### config.mk
export PLATFORM = sky130hd
export DESIGN_NAME = rank_order_filter
export DESIGN_NICKNAME = d
export VERILOG_FILES = /design/src/rtl/rank_order_filter.sv
export SDC_FILE = /design/constraint.sdc
export NUM_CORES = 1
export LEC_CHECK = 0
export ABC_CLOCK_PERIOD_IN_PS = 7400
export BUFFER_PORTS_ARGS = -buffer_cell sky130_fd_sc_hd__buf_2
export CORE_ASPECT_RATIO = 1.2
export CORE_MARGIN = 1
export CORE_UTILIZATION = 50
export CTS_BUF_LIST = sky130_fd_sc_hd__clkbuf_8 sky130_fd_sc_hd__clkbuf_16
export CTS_CLUSTER_SIZE = 25
export DETAILED_ROUTE_END_ITERATION = 8
export GPL_TIMING_DRIVEN = 0
export HOLD_SLACK_MARGIN = 0.02
export PLACE_DENSITY = 0.68
export SETUP_SLACK_MARGIN = 0.5
export SLEW_MARGIN = 20
export SYNTH_ARGS = -nofsm -noshare
export SYNTH_HDL_FRONTEND = slang
export SYNTH_SLANG_ARGS = --single-unit
### constraint.sdc
create_clock -name clk -period 7.4 [get_ports clk]
set_input_delay 0 -clock clk [delete_from_list [all_inputs] [get_ports clk]]
set_output_delay 0 -clock clk [all_outputs]
set_load 0.05 [all_outputs]
### src/rtl/rank_order_filter.sv
module rank_order_filter #(
  parameter int W = 8,
  parameter int M = 8
) (
  input  logic                     clk,
  input  logic                     rst_n,
  input  logic                     in_valid,
  input  logic [W-1:0]             in_word,
  input  logic [$clog2(M+1)-1:0]   rank_k,
  input  logic [$clog2(M+1)-1:0]   win_size,
  output logic                     out_valid,
  output logic [W-1:0]             out_word
);
  localparam int CW = $clog2(M+1);

  // stage 0 is the window itself; stage p holds planes p.. still to decide
  logic [W-1:0]  d_s   [W][M];
  logic          sel_s [W][M];
  logic [W-1:0]  res_s [W];
  logic [CW-1:0] k_s   [W];
  logic [CW-1:0] ws_s  [W];
  logic          v_s   [W];
  logic [CW-1:0] fill;

  logic [W-1:0]  nd    [W][M];
  logic          nsel  [W][M];
  logic [W-1:0]  nres  [W];
  logic          vote  [W];
  int            cnt;

  always_comb begin
    for (int p = 0; p < W; p++) begin
      cnt = 0;
      for (int i = 0; i < M; i++)
        if (i < int'(ws_s[p])) cnt = cnt + int'(d_s[p][i][W-1-p]);
      vote[p] = (cnt >= int'(k_s[p]));
      nres[p] = res_s[p];
      nres[p][W-1-p] = vote[p];
      for (int i = 0; i < M; i++) begin
        nd[p][i]   = d_s[p][i];
        nsel[p][i] = sel_s[p][i] & (d_s[p][i][W-1-p] == vote[p]);
        for (int j = 0; j < W; j++)
          if (j < W-1-p && sel_s[p][i] && (d_s[p][i][W-1-p] != vote[p]))
            nd[p][i][j] = d_s[p][i][W-1-p];
      end
    end
  end

  always_ff @(posedge clk) begin
    if (!rst_n) begin
      fill <= '0;
      for (int p = 0; p < W; p++) begin
        v_s[p]   <= 1'b0;
        k_s[p]   <= '0;
        ws_s[p]  <= '0;
        res_s[p] <= '0;
        for (int i = 0; i < M; i++) begin
          d_s[p][i]   <= '0;
          sel_s[p][i] <= 1'b1;
        end
      end
    end else begin
      if (in_valid) begin
        d_s[0][0] <= in_word;
        for (int i = 1; i < M; i++) d_s[0][i] <= d_s[0][i-1];
        if (int'(fill) < M) fill <= fill + 1'b1;
        k_s[0]  <= rank_k;
        ws_s[0] <= win_size;
      end
      v_s[0] <= in_valid && (int'(fill) + 1 >= int'(win_size));
      for (int p = 1; p < W; p++) begin
        d_s[p]   <= nd[p-1];
        sel_s[p] <= nsel[p-1];
        res_s[p] <= nres[p-1];
        k_s[p]   <= k_s[p-1];
        ws_s[p]  <= ws_s[p-1];
        v_s[p]   <= v_s[p-1];
      end
    end
  end

  assign out_valid = v_s[W-1];
  assign out_word  = nres[W-1];
endmodule

Word level (Yosys, flattened, before mapping)
Memory sizes are Yosys's and may differ from the RTL's.
Index checks and enable logic that the tools add are counted.
W data, S select, Z words.
- register bits: 4
- word-level logic and storage cells: 764
- RAM bits: 712
- input port bits: 19
- memories kept: 6
- output and inout bits: 9
- order comparisons: 74
- equality and inequality tests: 112
- reductions and logical operators: 58
- mux-type cells: 346
- add/sub/neg operators: 58
- bitwise logic cells: 109
- memories (memory ; depth ; width ; read ports ; clocked after Yosys merged registers in ; wr ports ; line ; RTL):
    d_s ; 8 ; 64 ; 8 ; 0 ; 8 ; 17 ; logic [W-1:0] d_s [W][M];
    res_s ; 8 ; 8 ; 8 ; 0 ; 8 ; 19 ; logic [W-1:0] res_s [W];
    sel_s ; 8 ; 8 ; 7 ; 0 ; 8 ; 18 ; logic sel_s [W][M];
    k_s ; 8 ; 4 ; 8 ; 0 ; 8 ; 20 ; logic [CW-1:0] k_s [W];
    ws_s ; 8 ; 4 ; 8 ; 0 ; 8 ; 21 ; logic [CW-1:0] ws_s [W];
    v_s ; 8 ; 1 ; 8 ; 0 ; 8 ; 22 ; logic v_s [W];
- operators with widths (kind ; count):
    $add A32 B2 Y32 ; 56
    $mux W32 ; 56
    $mux W64 ; 7
    $ge A32 B5 Y1 ; 8
    $mux W1 ; 245
    $mux W8 ; 22
    $lt A3 B4 Y1 const A ; 32
    $lt A1 B4 Y1 const A ; 16
    $lt A2 B4 Y1 const A ; 16
    $mux W4 ; 16
    $logic_and A1 B1 Y1 ; 57
    $and A1 B1 Y1 ; 56
    $eq A1 B1 Y1 ; 56
    $ne A1 B1 Y1 ; 56
    $or A1 B1 Y1 ; 53
    $add A4 B1 Y5 const B ; 1
    $ge A5 B4 Y1 ; 1
    $add A4 B1 Y4 const B ; 1
    $lt A4 B4 Y1 const B ; 1
    $reduce_and A2 Y1 ; 1

Logic depth before layout (Yosys ltp)
Gate-level depths: netlist (run 1).
An unclocked memory read counts as a cell.
- depth in word-level cells: 22
- mapped depth: 37

Worst setup path after synthesis (run 1)
Ideal clock, no wire load.
- kind: register to register
- start point: memory ws_s[0][3] (netlist bit)
- end point: memory d_s[0][104] (netlist bit), data pin
- stages on the path, launching flop included: 33
- path slack: -72 ps
- path buffers: 3
- period minus slack after synthesis: 7472 ps
- library setup time: 130 ps
- data arrival time: 7341 ps
- path through: edfxtp_1 > buf_2 > or2_0 > clkbuf_1 > o31a_1 > ha_1 > mux2_2 > ha_1 > ha_1 > and3_1 > a221oi_2 > inv_1 > ha_1 > o21ai_0 > o31ai_1 > ha_1 > o21a_1 > ha_1 > a221o_1 > ha_1 > mux2_2 > ha_1 > mux2_2 > ha_1 > a21o_1 > a21o_1 > a21oi_1 > inv_1 > a221oi_1 > nand4_2 > buf_2 > a211oi_2 > a21o_1
- RTL lines (element ; line):
    start: declaration ; 21
    end: declaration ; 17

==> metrics.md, run 1 <==
| Metric | Value |
|---|---|
| Status | `completed` |
| First-pass GRT wire length | `113000 um` |
| CP arrival | `7.72 ns` |
| Port bufs | `27` |
| Num CTS Buffers | `46` |
| Largest net degree at the start of global routing | `58` |
| Hold_ws | `between 0.2 and 0.3 ns` |
| RSZ-0062 raised after global routing | `yes` |
| Vias in the first global route | `about 21k` |
| Core Region | `50200 um^2` |
| Via count | `21.7k` |
| Final Hold Fails | `0` |
| Synth cell types | `between 100 and 150` |
| Worst setup margin | `0.151 ns` |
| Share of cells above drive strength 1 | `22.4%` |
| Residual DRC count | `0` |
| Final Cycle Share | `98.0%` |
| Worst path required time | `7.87 ns` |
| Crit start category | `register` |
| Slew @ Worst Pin | `1.37 ns` |
| Post-DR vias/cell | `5.91` |
| Place WS | `-0.671 ns` |
| Max-Cap Viols | `0` |
| FP Rows | `90` |
| Leak | `12.9 nW` |
| Initial core utilization | `50.5%` |
| Die width | `208 um` |
| Most frequent cells in the layout | `nand2_1, edfxtp_1, dfxtp_1` |
| Largest stage delay, worst path | `between 0.4 and 0.5 ns` |
| Cell Pwr Density | `between 200 and 250 nW/um^2` |
| Family with the most delay on the worst path | `compound AO/OA/AOI/OAI gates` |
| Clock Root Buffer | `clkbuf_16` |
| Overall Power | `0.00671 W` |
| Boundary Pins | `28` |
| Final ANT Viol Nets | `0` |
| Clk_skew | `0.0144 ns` |
| NumNets Final | `roughly 3.2k` |
| Post-synth EDFFs | `221` |
| Initial antenna violation count | `1` |
| Gr usage total | `27.9%` |
| Flops & latches, synth | `441` |
| Die area | `between 50000 and 60000 um^2` |
| DRT iter0 DRCs | `1484` |
| Setup Crit Path Kind | `reg -> reg` |
| Crit-path slowest cell | `a221o_1` |
| Placer's final routability congestion estimate | `0.903` |
| Die height | `249 um` |
| Number of H-tree levels | `2` |
| WP buf/inv | `7` |
| Worst Path Max Fanout | `8` |
| Warning count from the yosys run | `0` |
| Fmax | `about 140 MHz` |
| Clk slew on worst S/H paths | `about 0.06 ns` |
| Setup violations, final | `0` |
| Remaining global-route overflow | `0` |
| Worst Hold Class | `in -> reg` |
| Fill count | `3867` |
| Ys async rst share | `0%` |
| Final WL | `77100 um` |
| Most common cell after layout, fill and taps aside | `nand2_1` |
| Clock Latency Late Sink | `0.60 ns` |
| Drt wl/cell | `21.0 um` |
| Most common cell on crit path | `ha_4` |
| Max VDD drop | `0.000232 V` |
| Synth Instances | `2640` |
| Sequential area share after synthesis | `43.5%` |
| TritonCTS clock tree | `yes` |
| Clk sinks | `441` |
| Fin crit period | `7.25 ns` |
| Max Slew Vio Count | `0` |
| First-pass DRT Iterations | `6` |
| Critical path capture point type | `register` |
| DP Wirelength | `54500 um` |
| Main synth FF type | `edfxtp_1` |
| Clk buf depth | `3` |
| Mapped cell area | `25400 um^2` |
| Diode count | `0` |
| Slew headroom | `roughly 9%` |
| Area delta synth->final | `29.3%` |
| Avg Inst Size Synth | `~9.6 um^2` |
-- sequential cells by signal, indices dropped and copies added, names as in the netlist --
signal  flops
d_s       288
sel_s      49
k_s        32
ws_s       32
res_s      28
v_s         8
fill        4
-- logic make-up (layout without fill, tap and decap cells) --
logic type	Yosys count	in the layout	share of synthesized area, %
AOI/OAI and AO/OA	800	800	22.1
other	1	148	0.0148
buffers and inverters	233	478	3.86
adders and majority gates	142	142	6.99
muxes	85	85	3.71
DFF	441	441	43.5
and+or+nand+nor	884	885	17.7
xor gates and xnor gates	54	54	2.17
-- repair_timing --
item                                    4_1_cts  5_1_grt
pin swaps                                    96      154
gates resized for setup                     264      341
hold buffers                                 24        0
hold endpoints to repair                     22        0
buffers inserted                             53       39
gates cloned                                  9        8
endpoints found under the setup margin      280      280
-- cell usage after synthesis, types with 11 or more instances --
library cell | n | area share (%)
a22o_1 | 13 | 0.45
o22ai_1 | 96 | 2.4
nand2b_1 | 38 | 0.94
inv_1 | 60 | 0.89
a21o_1 | 66 | 2.0
nand3_1 | 68 | 1.3
nor2b_1 | 44 | 1.1
o211ai_1 | 83 | 2.5
o31a_1 | 12 | 0.41
a31oi_1 | 14 | 0.35
a21oi_1 | 84 | 1.7
clkbuf_1 | 120 | 1.8
mux2_2 | 52 | 2.3
nor3b_1 | 12 | 0.36
nand2_1 | 280 | 4.1
ha_1 | 141 | 7.0
and3_1 | 31 | 0.76
dfxtp_1 | 220 | 17
xnor2_1 | 32 | 1.1
and2_1 | 134 | 3.3
mux2i_1 | 27 | 1.1
and2_0 | 16 | 0.39
nor2_1 | 144 | 2.1
o21a_1 | 20 | 0.59
edfxtp_1 | 221 | 26
nand4_1 | 16 | 0.39
buf_2 | 26 | 0.51
nor3_1 | 24 | 0.47
a211o_1 | 25 | 0.86
o21ai_0 | 179 | 3.5
o221a_2 | 12 | 0.53
a2bb2oi_1 | 50 | 1.7
o31ai_1 | 19 | 0.56
buf_4 | 11 | 0.33
o2111ai_1 | 19 | 0.66
xor2_1 | 16 | 0.55
-- area by class of cell --
cell class | count | area [um^2] | share of cell area, %
flip-flops and latches | 441 | 11000 | 33.7
inverters | 62 | 233 | 0.709
repair buffers | 161 | 1530 | 4.67
clock buffers | 51 | 1240 | 3.79
plain buffers | 171 | 1260 | 3.83
well taps | 644 | 806 | 2.46
clock inverters | 33 | 243 | 0.740
multi-input cells | 2114 | 16500 | 50.1
-- through the flow --
stage / cell area [um^2] / setup TNS, ns / utilization (%) / cells
after floorplan: 26200 / 0 / - / 2787
after global placement: 27100 / -33.36 / 54.0 / 3458
after detailed placement: 27200 / -50.69 / 54.1 / 3460
after CTS: 30800 / 0 / 61.2 / 3630
after global routing: 32800 / -0.165 / 65.3 / 3677
final: 32800 / 0 / 65.3 / 3677
-- path summary, 6_finish.rpt --
check                                start           to  slack, ns  cells after the start
worst max-delay path            ws_s[0][3]  d_s[0][105]       0.15                     35
worst min-delay path            in_word[4]   d_s[0][60]       0.28                      3
worst max register to register  ws_s[0][3]  d_s[0][105]       0.15                     35
worst min register to register   v_s[0][1]    v_s[0][2]       0.43                      1
-- worst register-to-register path: cells and delay by family, from the launching register on --
family	cells	cell delay, ns
compound gates	11	2.18
xor+xnor	2	0.25
fa+ha+maj	9	2.15
buf+inv	7	0.91
flops	1	0.38
mux	2	0.56
simple gates	4	0.69
-- power breakdown --
group          internal [W]  switching, W
Combinational      0.000649      0.000825
Sequential          0.00281      0.000163
Clock               0.00126       0.00101
Total               0.00471       0.00200
-- per-layer routing --
layer | track usage, % | routed length [um]
met5 | 0 | 0
met4 | 23.2 | 7070
met3 | 3.04 | 2860
met2 | 52.3 | 40100
met1 | 27.6 | 27000
(Power assumes the default switching activity.)
==> run 2, diff against run 1 <==
--- a/config.mk
+++ b/config.mk
@@ -7,15 +7,18 @@
 export LEC_CHECK = 0
 export ABC_CLOCK_PERIOD_IN_PS = 7400
 export BUFFER_PORTS_ARGS = -buffer_cell sky130_fd_sc_hd__buf_2
+export CAP_MARGIN = 20
+export CELL_PAD_IN_SITES_DETAIL_PLACEMENT = 1
+export CELL_PAD_IN_SITES_GLOBAL_PLACEMENT = 2
 export CORE_ASPECT_RATIO = 1.2
 export CORE_MARGIN = 1
-export CORE_UTILIZATION = 50
+export CORE_UTILIZATION = 38
 export CTS_BUF_LIST = sky130_fd_sc_hd__clkbuf_8 sky130_fd_sc_hd__clkbuf_16
 export CTS_CLUSTER_SIZE = 25
 export DETAILED_ROUTE_END_ITERATION = 8
 export GPL_TIMING_DRIVEN = 0
 export HOLD_SLACK_MARGIN = 0.02
-export PLACE_DENSITY = 0.68
+export PLACE_DENSITY_LB_ADDON = 0.2
 export SETUP_SLACK_MARGIN = 0.5
 export SLEW_MARGIN = 20
 export SYNTH_ARGS = -nofsm -noshare
==> run 2 against run 1 <==
Net effect:
- clock skew is 0.039 ns higher
- routed wire length is 16% higher
- global-route usage is 2.6 points lower
==> metrics.md, run 2 (synthesis gave the netlist of run 1 again) <==
| Metric | Value |
|---|---|
| Final WL | `89600 um` |
| Fin crit period | `between 7 and 8 ns` |
| First-pass DRT Iterations | `4` |
| Boundary Pins | `28` |
| Critical path capture point type | `register` |
| Setup Crit Path Kind | `reg -> reg` |
| Vias in the first global route | `about 23k` |
| Clk buf depth | `3` |
| Clk_skew | `0.0536 ns` |
| Most common cell on crit path | `ha_4` |
| Post-route cell area | `34200 um^2` |
| CP arrival | `7.74 ns` |
| Worst path required time | `7.85 ns` |
| TritonCTS clock tree | `yes` |
| Fmax | `around 140 MHz` |
| Clock Root Buffer | `clkbuf_16` |
| Clock Latency Late Sink | `0.63 ns` |
| Drt wl/cell | `22.6 um` |
| Worst Hold Class | `in -> reg` |
| Max VDD drop | `0.000212 V` |
| Largest stage delay, worst path | `0.42 ns` |
| Max FFs per register | `288` |
| Setup violations, final | `0` |
| Initial antenna violation count | `2` |
| Area delta synth->final | `34.7%` |
| Final Hold Fails | `0` |
| Worst setup margin | `0.113 ns` |
| First-pass GRT wire length | `between 100000 and 150000 um` |
| Cell Pwr Density | `205 nW/um^2` |
| Clk slew on worst S/H paths | `0.06 ns` |
| DP Wirelength | `around 65000 um` |
| Die height | `285 um` |
| Slew @ Worst Pin | `1.37 ns` |
| Hold path startpoint | `in_word[4]` |
| Number of H-tree levels | `2` |
| RSZ-0062 raised after global routing | `yes` |
| Critical Path Start | `ws_s[0][3]` |
| Die width | `238 um` |
| Placed cell area | `27500 um^2` |
| Clk sinks | `441` |
| Via count | `21.8k` |
| Most common cell after layout, fill and taps aside | `nand2_1` |
| Remaining global-route overflow | `0` |
| Largest net degree at the start of global routing | `40` |
| Status | `completed` |
| Residual DRC count | `0` |
| Crit start category | `register` |
| DRT iter0 DRCs | `837` |
| Final ANT Viol Nets | `0` |
| R2R Path Start | `ws_s[0][3]` |
| Leak | `13.3 nW` |
| Place WS | `-0.789 ns` |
| Core Region | `66000 um^2` |
| Initial core utilization | `38.5%` |
| Post-Route Utilization | `51.8%` |
| Top flop regs | `d_s x288, sel_s x49` |
| Die area | `roughly 68000 um^2` |
| Max-Cap Viols | `0` |
| Slew headroom | `8.48%` |
| Final Cycle Share | `98.5%` |
| Top reg by flops | `d_s` |
| Worst Path Max Fanout | `7` |
| Placer's final routability congestion estimate | `between 0.9 and 1` |
| TNS Setup | `0 ns` |
| Gr usage total | `25.3%` |
| Crit-path slowest cell | `edfxtp_1` |
| Hold_ws | `between 0.2 and 0.3 ns` |
| Max Slew Vio Count | `0` |
| Diode count | `0` |
| FP Rows | `approximately 100` |
| Num CTS Buffers | `49` |
| Most frequent cells in the layout | `nand2_1, edfxtp_1, dfxtp_1` |
| NumNets Final | `~3.2k` |
| Post-DR vias/cell | `5.50` |
| Share of cells above drive strength 1 | `25.1%` |
| Port bufs | `27` |
run 2: changes by cell type in the layout (fill, tap and decap cells not counted), moves of 10 or more:
cell / change
a2bb2oi_1: -12
a2bb2oi_2: +12
buf_4: +10
nand3_1: -10
nand3_2: +12
run 2: cell type report:
| class | instances | area, um^2 |
|---|---|---|
| repair buffers | 186 | 1850 |
| multi-input cells | 2113 | 17000 |
| plain buffers | 171 | 1300 |
| fillers | 7179 | 31800 |
| flip-flops and latches | 441 | 11100 |
| clock inverters | 35 | 273 |
| clock buffers | 56 | 1320 |
| well taps | 892 | 1120 |
| inverters | 62 | 233 |
run 2: worst max-delay path: cells and delay by family, from the launching register on:
kind | cells | cell delay, ns
compound gates | 11 | 2.13
fa+ha+maj | 9 | 2.12
buf+inv | 6 | 0.83
simple gates | 4 | 0.80
mux | 2 | 0.56
flops | 1 | 0.42
xor+xnor | 2 | 0.27
run 2: timing repair:
item,CTS,global route
pin swaps,96,172
endpoints found under the hold margin,22,0
buffers inserted,68,48
hold buffers,24,0
endpoints found under the setup margin,280,280
resized for setup,352,377
cloned,8,8
run 2: report_power, final:
group | leakage [nW] | switching, W | internal, W
clock | 0.837 | 0.00105 | 0.00136
sequential | 4.12 | 0.000178 | 0.00281
combinational | 8.30 | 0.000905 | 0.000725
run 2: through the flow:
step,total power (W),std cells
finish,0.00702,3956
global route,0.00730,3956
CTS,0.00673,3900
detailed placement,0.00406,3709
global placement,0.00401,3706
floorplan,0.00366,2787
run 2: path summary, 6_finish.rpt:
path / cells after the start / slack, ns / end
max: 34 / 0.11 / d_s[0][110]
min: 3 / 0.25 / d_s[0][60]
max reg2reg: 34 / 0.11 / d_s[0][110]
min reg2reg: 1 / 0.40 / res_s[2][5]
run 2: layer usage:
layer / up-vias / wire, um / GRT usage (%)
met5: - / 0 / 0
met4: 0 / 5770 / 14.6
met3: 197 / 1880 / 2.50
met2: 328 / 49600 / 49.7
met1: 10794 / 32400 / 25.5
li1: 10452 / - / -
